**src/rtl/fpc_pkg.sv**
```systemverilog
package fpc_pkg;
   // bit positions inside the condition code
   localparam int CB_UN  = 0;
   localparam int CB_EQ  = 1;
   localparam int CB_LT  = 2;
   localparam int CB_SIG = 3;
   localparam int CODE_W = 4;

   // relation summary of one operand pair
   typedef struct packed {
      logic un;   // either operand NaN
      logic qn;   // either operand quiet NaN
      logic eq;   // ordered and equal
      logic lt;   // ordered and a < b
   } fpc_rel_t;
endpackage

```
**src/rtl/fpc_classify.sv**
```systemverilog
module fpc_classify #(
   parameter int EXP_W  = 8,
   parameter int FRAC_W = 23,
   localparam int FMT_W = 1 + EXP_W + FRAC_W
) (
   input  logic [FMT_W-1:0] bits_i,
   output logic             sign_o,
   output logic [FMT_W-2:0] mag_o,
   output logic             nan_o,
   output logic             qnan_o,
   output logic             zero_o
);
   logic [EXP_W-1:0]  exp_f;
   logic [FRAC_W-1:0] frac_f;
   logic              exp_top;

   assign exp_f   = bits_i[FMT_W-2:FRAC_W];
   assign frac_f  = bits_i[FRAC_W-1:0];
   assign exp_top = &exp_f;

   assign sign_o = bits_i[FMT_W-1];
   assign mag_o  = bits_i[FMT_W-2:0];
   assign nan_o  = exp_top & (|frac_f);
   assign qnan_o = exp_top & frac_f[FRAC_W-1];
   assign zero_o = ~(|bits_i[FMT_W-2:0]);
endmodule

```
**src/rtl/fpc_order.sv**
```systemverilog
module fpc_order #(
   parameter int MAG_W = 31
) (
   input  logic             sign_a_i,
   input  logic [MAG_W-1:0] mag_a_i,
   input  logic             zero_a_i,
   input  logic             sign_b_i,
   input  logic [MAG_W-1:0] mag_b_i,
   input  logic             zero_b_i,
   output logic             eq_o,
   output logic             lt_o
);
   logic both_zero;
   logic mag_lt;
   logic mag_gt;

   assign both_zero = zero_a_i & zero_b_i;
   assign mag_lt    = mag_a_i < mag_b_i;
   assign mag_gt    = mag_b_i < mag_a_i;
   assign eq_o      = both_zero | ((sign_a_i == sign_b_i) && (mag_a_i == mag_b_i));

   always_comb begin
      if (both_zero)                lt_o = 1'b0;
      else if (sign_a_i != sign_b_i) lt_o = sign_a_i;
      else if (sign_a_i)            lt_o = mag_gt;
      else                          lt_o = mag_lt;
   end
endmodule

```
**src/rtl/fpc_lane.sv**
```systemverilog
module fpc_lane
   import fpc_pkg::*;
#(
   parameter int EXP_W  = 8,
   parameter int FRAC_W = 23,
   localparam int FMT_W = 1 + EXP_W + FRAC_W,
   localparam int MAG_W = FMT_W - 1
) (
   input  logic [FMT_W-1:0] a_i,
   input  logic [FMT_W-1:0] b_i,
   output fpc_rel_t         rel_o
);
   logic [FMT_W-1:0] opnd [2];
   logic             sgn  [2];
   logic [MAG_W-1:0] mag  [2];
   logic             nan  [2];
   logic             qnan [2];
   logic             zro  [2];
   logic             eq_raw;
   logic             lt_raw;

   assign opnd[0] = a_i;
   assign opnd[1] = b_i;

   for (genvar i = 0; i < 2; i++) begin : g_cls
      fpc_classify #(.EXP_W(EXP_W), .FRAC_W(FRAC_W)) u_cls (
         .bits_i (opnd[i]),
         .sign_o (sgn[i]),
         .mag_o  (mag[i]),
         .nan_o  (nan[i]),
         .qnan_o (qnan[i]),
         .zero_o (zro[i])
      );
   end

   fpc_order #(.MAG_W(MAG_W)) u_ord (
      .sign_a_i (sgn[0]),
      .mag_a_i  (mag[0]),
      .zero_a_i (zro[0]),
      .sign_b_i (sgn[1]),
      .mag_b_i  (mag[1]),
      .zero_b_i (zro[1]),
      .eq_o     (eq_raw),
      .lt_o     (lt_raw)
   );

   always_comb begin
      rel_o.un = nan[0] | nan[1];
      rel_o.qn = qnan[0] | qnan[1];
      rel_o.eq = eq_raw & ~rel_o.un;
      rel_o.lt = lt_raw & ~rel_o.un;
   end
endmodule

```
**src/rtl/fpc_decide.sv**
```systemverilog
module fpc_decide
   import fpc_pkg::*;
(
   input  fpc_rel_t          rel_i,
   input  logic [CODE_W-1:0] code_i,
   output logic              pred_o,
   output logic              invalid_o
);
   assign pred_o = (code_i[CB_UN] & rel_i.un)
                 | (code_i[CB_EQ] & rel_i.eq)
                 | (code_i[CB_LT] & rel_i.lt);
   assign invalid_o = code_i[CB_SIG] ? rel_i.un : rel_i.qn;
endmodule

```
**src/rtl/fp_cond_unit.sv**
```systemverilog
module fp_cond_unit
   import fpc_pkg::*;
#(
   parameter int SGL_EXP     = 8,
   parameter int SGL_FRAC    = 23,
   parameter int DBL_EXP     = 11,
   parameter int DBL_FRAC    = 52,
   parameter bit SUPPORT_DBL = 1'b1,
   localparam int SGL_W      = 1 + SGL_EXP + SGL_FRAC,
   localparam int DBL_W      = 1 + DBL_EXP + DBL_FRAC,
   localparam int DATA_W     = (DBL_W > SGL_W) ? DBL_W : SGL_W
) (
   input  logic              clk,
   input  logic              rst_n,
   input  logic              op_valid,
   input  logic              dbl_sel,
   input  logic [CODE_W-1:0] cond_code,
   input  logic              trap_invalid_en,
   input  logic [DATA_W-1:0] opnd_a,
   input  logic [DATA_W-1:0] opnd_b,
   output logic              cond_flag,
   output logic              invalid_pulse
);
   // elaboration-time parameter checks
   if (SGL_EXP < 2 || SGL_FRAC < 2) begin : g_bad_sgl
      $error("fp_cond_unit: single format fields too narrow");
   end
   if (DBL_EXP < 2 || DBL_FRAC < 2) begin : g_bad_dbl
      $error("fp_cond_unit: double format fields too narrow");
   end
   if (DBL_W < SGL_W) begin : g_bad_order
      $error("fp_cond_unit: double format narrower than single");
   end

   fpc_rel_t rel_s;
   fpc_rel_t rel_d;
   fpc_rel_t rel_sel;
   logic     pred;
   logic     invalid_now;
   logic     block_wr;

   fpc_lane #(.EXP_W(SGL_EXP), .FRAC_W(SGL_FRAC)) u_lane_s (
      .a_i   (opnd_a[SGL_W-1:0]),
      .b_i   (opnd_b[SGL_W-1:0]),
      .rel_o (rel_s)
   );

   if (SUPPORT_DBL) begin : g_dbl
      fpc_lane #(.EXP_W(DBL_EXP), .FRAC_W(DBL_FRAC)) u_lane_d (
         .a_i   (opnd_a[DBL_W-1:0]),
         .b_i   (opnd_b[DBL_W-1:0]),
         .rel_o (rel_d)
      );
      assign rel_sel = dbl_sel ? rel_d : rel_s;
   end else begin : g_sgl_only
      assign rel_d   = rel_s;
      assign rel_sel = rel_s;
   end

   fpc_decide u_dec (
      .rel_i     (rel_sel),
      .code_i    (cond_code),
      .pred_o    (pred),
      .invalid_o (invalid_now)
   );

   assign block_wr = invalid_now & trap_invalid_en;

   always_ff @(posedge clk or negedge rst_n) begin
      if (!rst_n) begin
         cond_flag     <= 1'b0;
         invalid_pulse <= 1'b0;
      end else begin
         invalid_pulse <= op_valid & invalid_now;
         if (op_valid && !block_wr) cond_flag <= pred;
      end
   end

   AST_IDLE_HOLD: assert property (@(posedge clk) disable iff (!rst_n)
      !op_valid |=> $stable(cond_flag)) else $error("idle changed flag");
   AST_TRAP_KEEP: assert property (@(posedge clk) disable iff (!rst_n)
      (op_valid && trap_invalid_en && invalid_now) |=> $stable(cond_flag)) else $error("trap overwrote flag");
   AST_PULSE_SRC: assert property (@(posedge clk) disable iff (!rst_n)
      invalid_pulse |-> $past(op_valid)) else $error("pulse without request");
   AST_FALSE_CODE: assert property (@(posedge clk) disable iff (!rst_n)
      (op_valid && cond_code[2:0] == 3'd0 && !block_wr) |=> !cond_flag) else $error("false predicate set flag");
   AST_QUIET_SNAN: assert property (@(posedge clk) disable iff (!rst_n)
      (op_valid && !cond_code[CB_SIG] && !rel_sel.qn) |=> !invalid_pulse) else $error("quiet code raised invalid");
   AST_SIG_NAN: assert property (@(posedge clk) disable iff (!rst_n)
      (op_valid && cond_code[CB_SIG] && rel_sel.un) |=> invalid_pulse) else $error("signalling NaN missed");
endmodule

```
**config.mk**
```make
export PLATFORM = sky130hd
export DESIGN_NAME = fp_cond_unit
export DESIGN_NICKNAME = d
export VERILOG_FILES = /design/src/rtl/fpc_pkg.sv /design/src/rtl/fpc_classify.sv /design/src/rtl/fpc_order.sv /design/src/rtl/fpc_lane.sv /design/src/rtl/fpc_decide.sv /design/src/rtl/fp_cond_unit.sv
export SDC_FILE = /design/constraint.sdc
export NUM_CORES = 1
export LEC_CHECK = 0
export BUFFER_PORTS_ARGS = -buffer_cell sky130_fd_sc_hd__buf_2
export CORE_UTILIZATION = 30
export DETAILED_ROUTE_END_ITERATION = 6
export GPL_ROUTABILITY_DRIVEN = 0
export SKIP_LAST_GASP = 1
export SLEW_MARGIN = 15
export SYNTH_ARGS = -nofsm -noshare
export SYNTH_HDL_FRONTEND = slang
export SYNTH_SLANG_ARGS = --single-unit
```
**constraint.sdc**
```tcl
create_clock -name clk -period 1.1 [get_ports clk]
set_clock_uncertainty 0.15 [all_clocks]
set_input_delay 0.22 -clock clk [delete_from_list [all_inputs] [get_ports clk]]
set_output_delay 0.22 -clock clk [all_outputs]
set_load 0.005 [all_outputs]
```
==> impl_metrics.csv <==
group,metric,value,unit
status,outcome,"complete, but fails checks",
status,violations,"setup timing",
power_and_ir_drop,power_density,414,mW/mm²
power_and_ir_drop,ir_worst_vdd,0.341,mV
critical_path,crit_arrival,2.18,ns
power_and_ir_drop,p_clk_share,18.9,%
timing,rsz0062_at_grt,"true",
power_and_ir_drop,p_sw_share,40.5,%
final_layout,drive_gt1_share,47.4,%
power_and_ir_drop,power.total,0.00164,W
cts,cts.clk_slew.worst_paths,0.03,ns
final_layout,stdcell_area,0.00396,mm²
final_layout,nets,748,
floorplanning,ioPinCount,139,
floorplanning,die-area,0.00804,mm²
timing,finalHoldViolations,0,
synth,synth_top_cells_by_count,"ha_1, inv_1, nor4_1",
placement,io_buffers,138,
timing,max_slew_margin,76.7,%
final_layout,multiInputGateArea,0.00223,mm²
critical_path,worst_ep_required_time,1.04,ns
cts,clock_path_buffers,2,
global_routing,grt_first_pass_wirelength,12.3,mm
timing,max_freq,448,MHz
synth,syn_inst,328,
final_layout,area_delta_synth_final,71.6,%
cts,clock_latency,0.22,ns
route,drc,0,
synth,synth_area,0.00231,mm²
timing,finalSetupViolations,2,
synth,synth_top_area_cell,"ha_1",
timing,slew_viol_final,0,
timing,finalCritPeriodShare,203,%
floorplanning,coreArea,0.00733,mm²
job,drv_cap,0,
floorplanning,fp.dieH,89.7,µm
route,ant_nets,0,
synth,yosysSeqAreaShare,2.17,%
cts,h-tree-depth,1,
hold_path,hold_class,"in2reg",
power_and_ir_drop,intPower,0.000976,W
synth,synth_xor_xnor_area_share,0,%
critical_path,cp_max_fo,3,
critical_path,end_kind,"flop",
power_and_ir_drop,p_leak,2.12,nW
synth,synthAdderAreaFrac,34.2,%
route,drt_iter0_markers,80,
route,drt_wl_total,8.28,mm
final_layout,diodes,0,
cts,cts_tree,"yes",
placement,dp.final_hpwl,7.41,mm
floorplanning,die_width,89.7,µm
critical_path,path_class,"in2reg",
synth,yosys.area_share.simple,33.4,%
power_and_ir_drop,switchingPower,0.000663,W
floorplanning,initial_core_util,31.5,%
route,drt-vias-per-instance,5.05,
timing,fin_crit,2.23,ns
power_and_ir_drop,power_frac_seq,5.1,%
power_and_ir_drop,pwr-share-comb,76.0,%
placement,dp.cells,639,
cts,cts_root_buf,"clkbuf_8",
synth,synth_top_family_by_area,"adder cells",
cts,cts_num_sinks,2,
final_layout,ff_latch_area,50.0,µm²
global_routing,track_usage,19.5,%
critical_path,start_kind,"input port",
route,drtPass1Iterations,4,
final_layout,fill_cells,728,
route,wire_per_inst,12.8,µm
final_layout,layout.cells.non_filler,645,
synth,ys_types,48,
route,vias,3257,
synth,yosysWarnings,0,
synth,syn_avg_cell_area,7.03,µm²
synth,synth_edf_count,0,
timing,setup_slack,-1.13,ns
timing,worstMarginPinSlew,0.347,ns
synth,ys_top_cells_by_area,"ha_1, inv_1, nor4_1, nand4_1, a21oi_1",
synth,synth_nets,528,
cts,cts_buffers,3,
placement,dpl-instance-area,0.00373,mm²
global_routing,overflow,0,
synth,synth.top_cell.area_share,34.2,%
synth,synth_seq_cells,2,
synth,synthFlopType,"dfrtp_1",
global_routing,grt_max_degree,7,
global_routing,grt_pass1_vias,2937,
floorplanning,num_rows,31,
synth,async_flop_share,100,%
synth,synth_mux_area_share,0,%
global_routing,antenna_found_initial,0,
synth,synth_compound_area_share,20.0,%
metal layers:
metal	vias to the layer above	GRT usage (%)	share of wire (%)
li1	1692	-	-
met1	1459	23.3	43
met2	104	38.4	52
met3	2	1.19	5.2
met4	0	2.60	0.35
met5	-	0	0
cells by family after synthesis:
group	count (synthesis)
AND/OR/NAND/NOR	131
flip-flops	2
adder cells (fa/ha/maj)	63
AO/OA/AOI/OAI	69
buffers and inverters	63
final cells by class:
cell class / instances / area share, %
Clock buffer: 3 / 1.04
Inverter: 63 / 5.98
Multi-Input combinational cell: 263 / 56.5
Timing Repair Buffer: 215 / 32.1
Tap cell: 99 / 3.13
Sequential cell: 2 / 1.27
path summary, 6_finish.rpt:
kind / slack, ns / start / end / cells past startpoint
max: -1.13 / opnd_a[8] / cond_flag / 11
min: 0.09 / op_valid / invalid_pulse / 2
max reg2reg: 0.17 / cond_flag / cond_flag / 3
max in group asynchronous: 0.53 / rst_n / invalid_pulse / 2
min reg2reg: 0.48 / cond_flag / cond_flag / 3
min in group asynchronous: 0.17 / rst_n / cond_flag / 2
registers in the layout (all words and copies together), names as in the netlist:
signal         cells
invalid_pulse      1
cond_flag          1
worst max-delay path, cell delays in order:
cell and delay (ns):
buf_2 0.10, inv_1 0.04, ha_1 0.31, a21oi_2 0.16, o21a_1 0.14, nor2_1 0.04
o41a_4 0.50, o2111ai_4 0.20, a211oi_2 0.09, o31ai_1 0.27, a31oi_1 0.11
power groups by stage:
stage	clock (W)	sequential [W]	combinational, W
3_3_place_gp	0	0.0000856	0.00113
4_1_cts	0.000307	0.0000846	0.00117
5_1_grt	0.000314	0.0000851	0.00140
3_5_place_dp	0	0.0000852	0.00116
6_report	0.000309	0.0000842	0.00125
2_1_floorplan	0	0.0000863	0.000484
repair_timing:
| item | in CTS | in global routing |
|---|---|---|
| pin swaps | 2 | 19 |
| buffers inserted | 0 | 2 |
| endpoints found under the hold margin | 2 | 0 |
| hold buffers | 1 | 0 |
| resized for setup | 1 | 24 |
| setup endpoints to repair | 2 | 3 |
per-stage QoR:
stage	hold slack (ns)	worst slack, ns	TNS (ns)	util [%]
after floorplan	-0.226	-1.14	-1.73	-
after global placement	-0.137	-1.48	-2.62	50.8
after detailed placement	-0.136	-1.48	-2.64	50.8
after CTS	0.0893	-1.20	-2.13	51.6
after global routing	0.114	-1.27	-2.30	54.0
final	0.0860	-1.13	-2.05	54.0
cell usage in the layout, fill, tap and decap left out, types with 4 or more instances in the layout:
master	n
buf_2	138
buf_4	76
inv_1	61
ha_1	59
nand4_1	25
a21oi_1	23
nor4_1	22
nand2_1	22
nand3_1	13
nor3_1	9
nor2_1	9
o21ai_0	8
nor4_2	5
o21a_1	5
nor4_4	4
ha_4	4
Note: power is estimated with default switching activity, not from simulation.
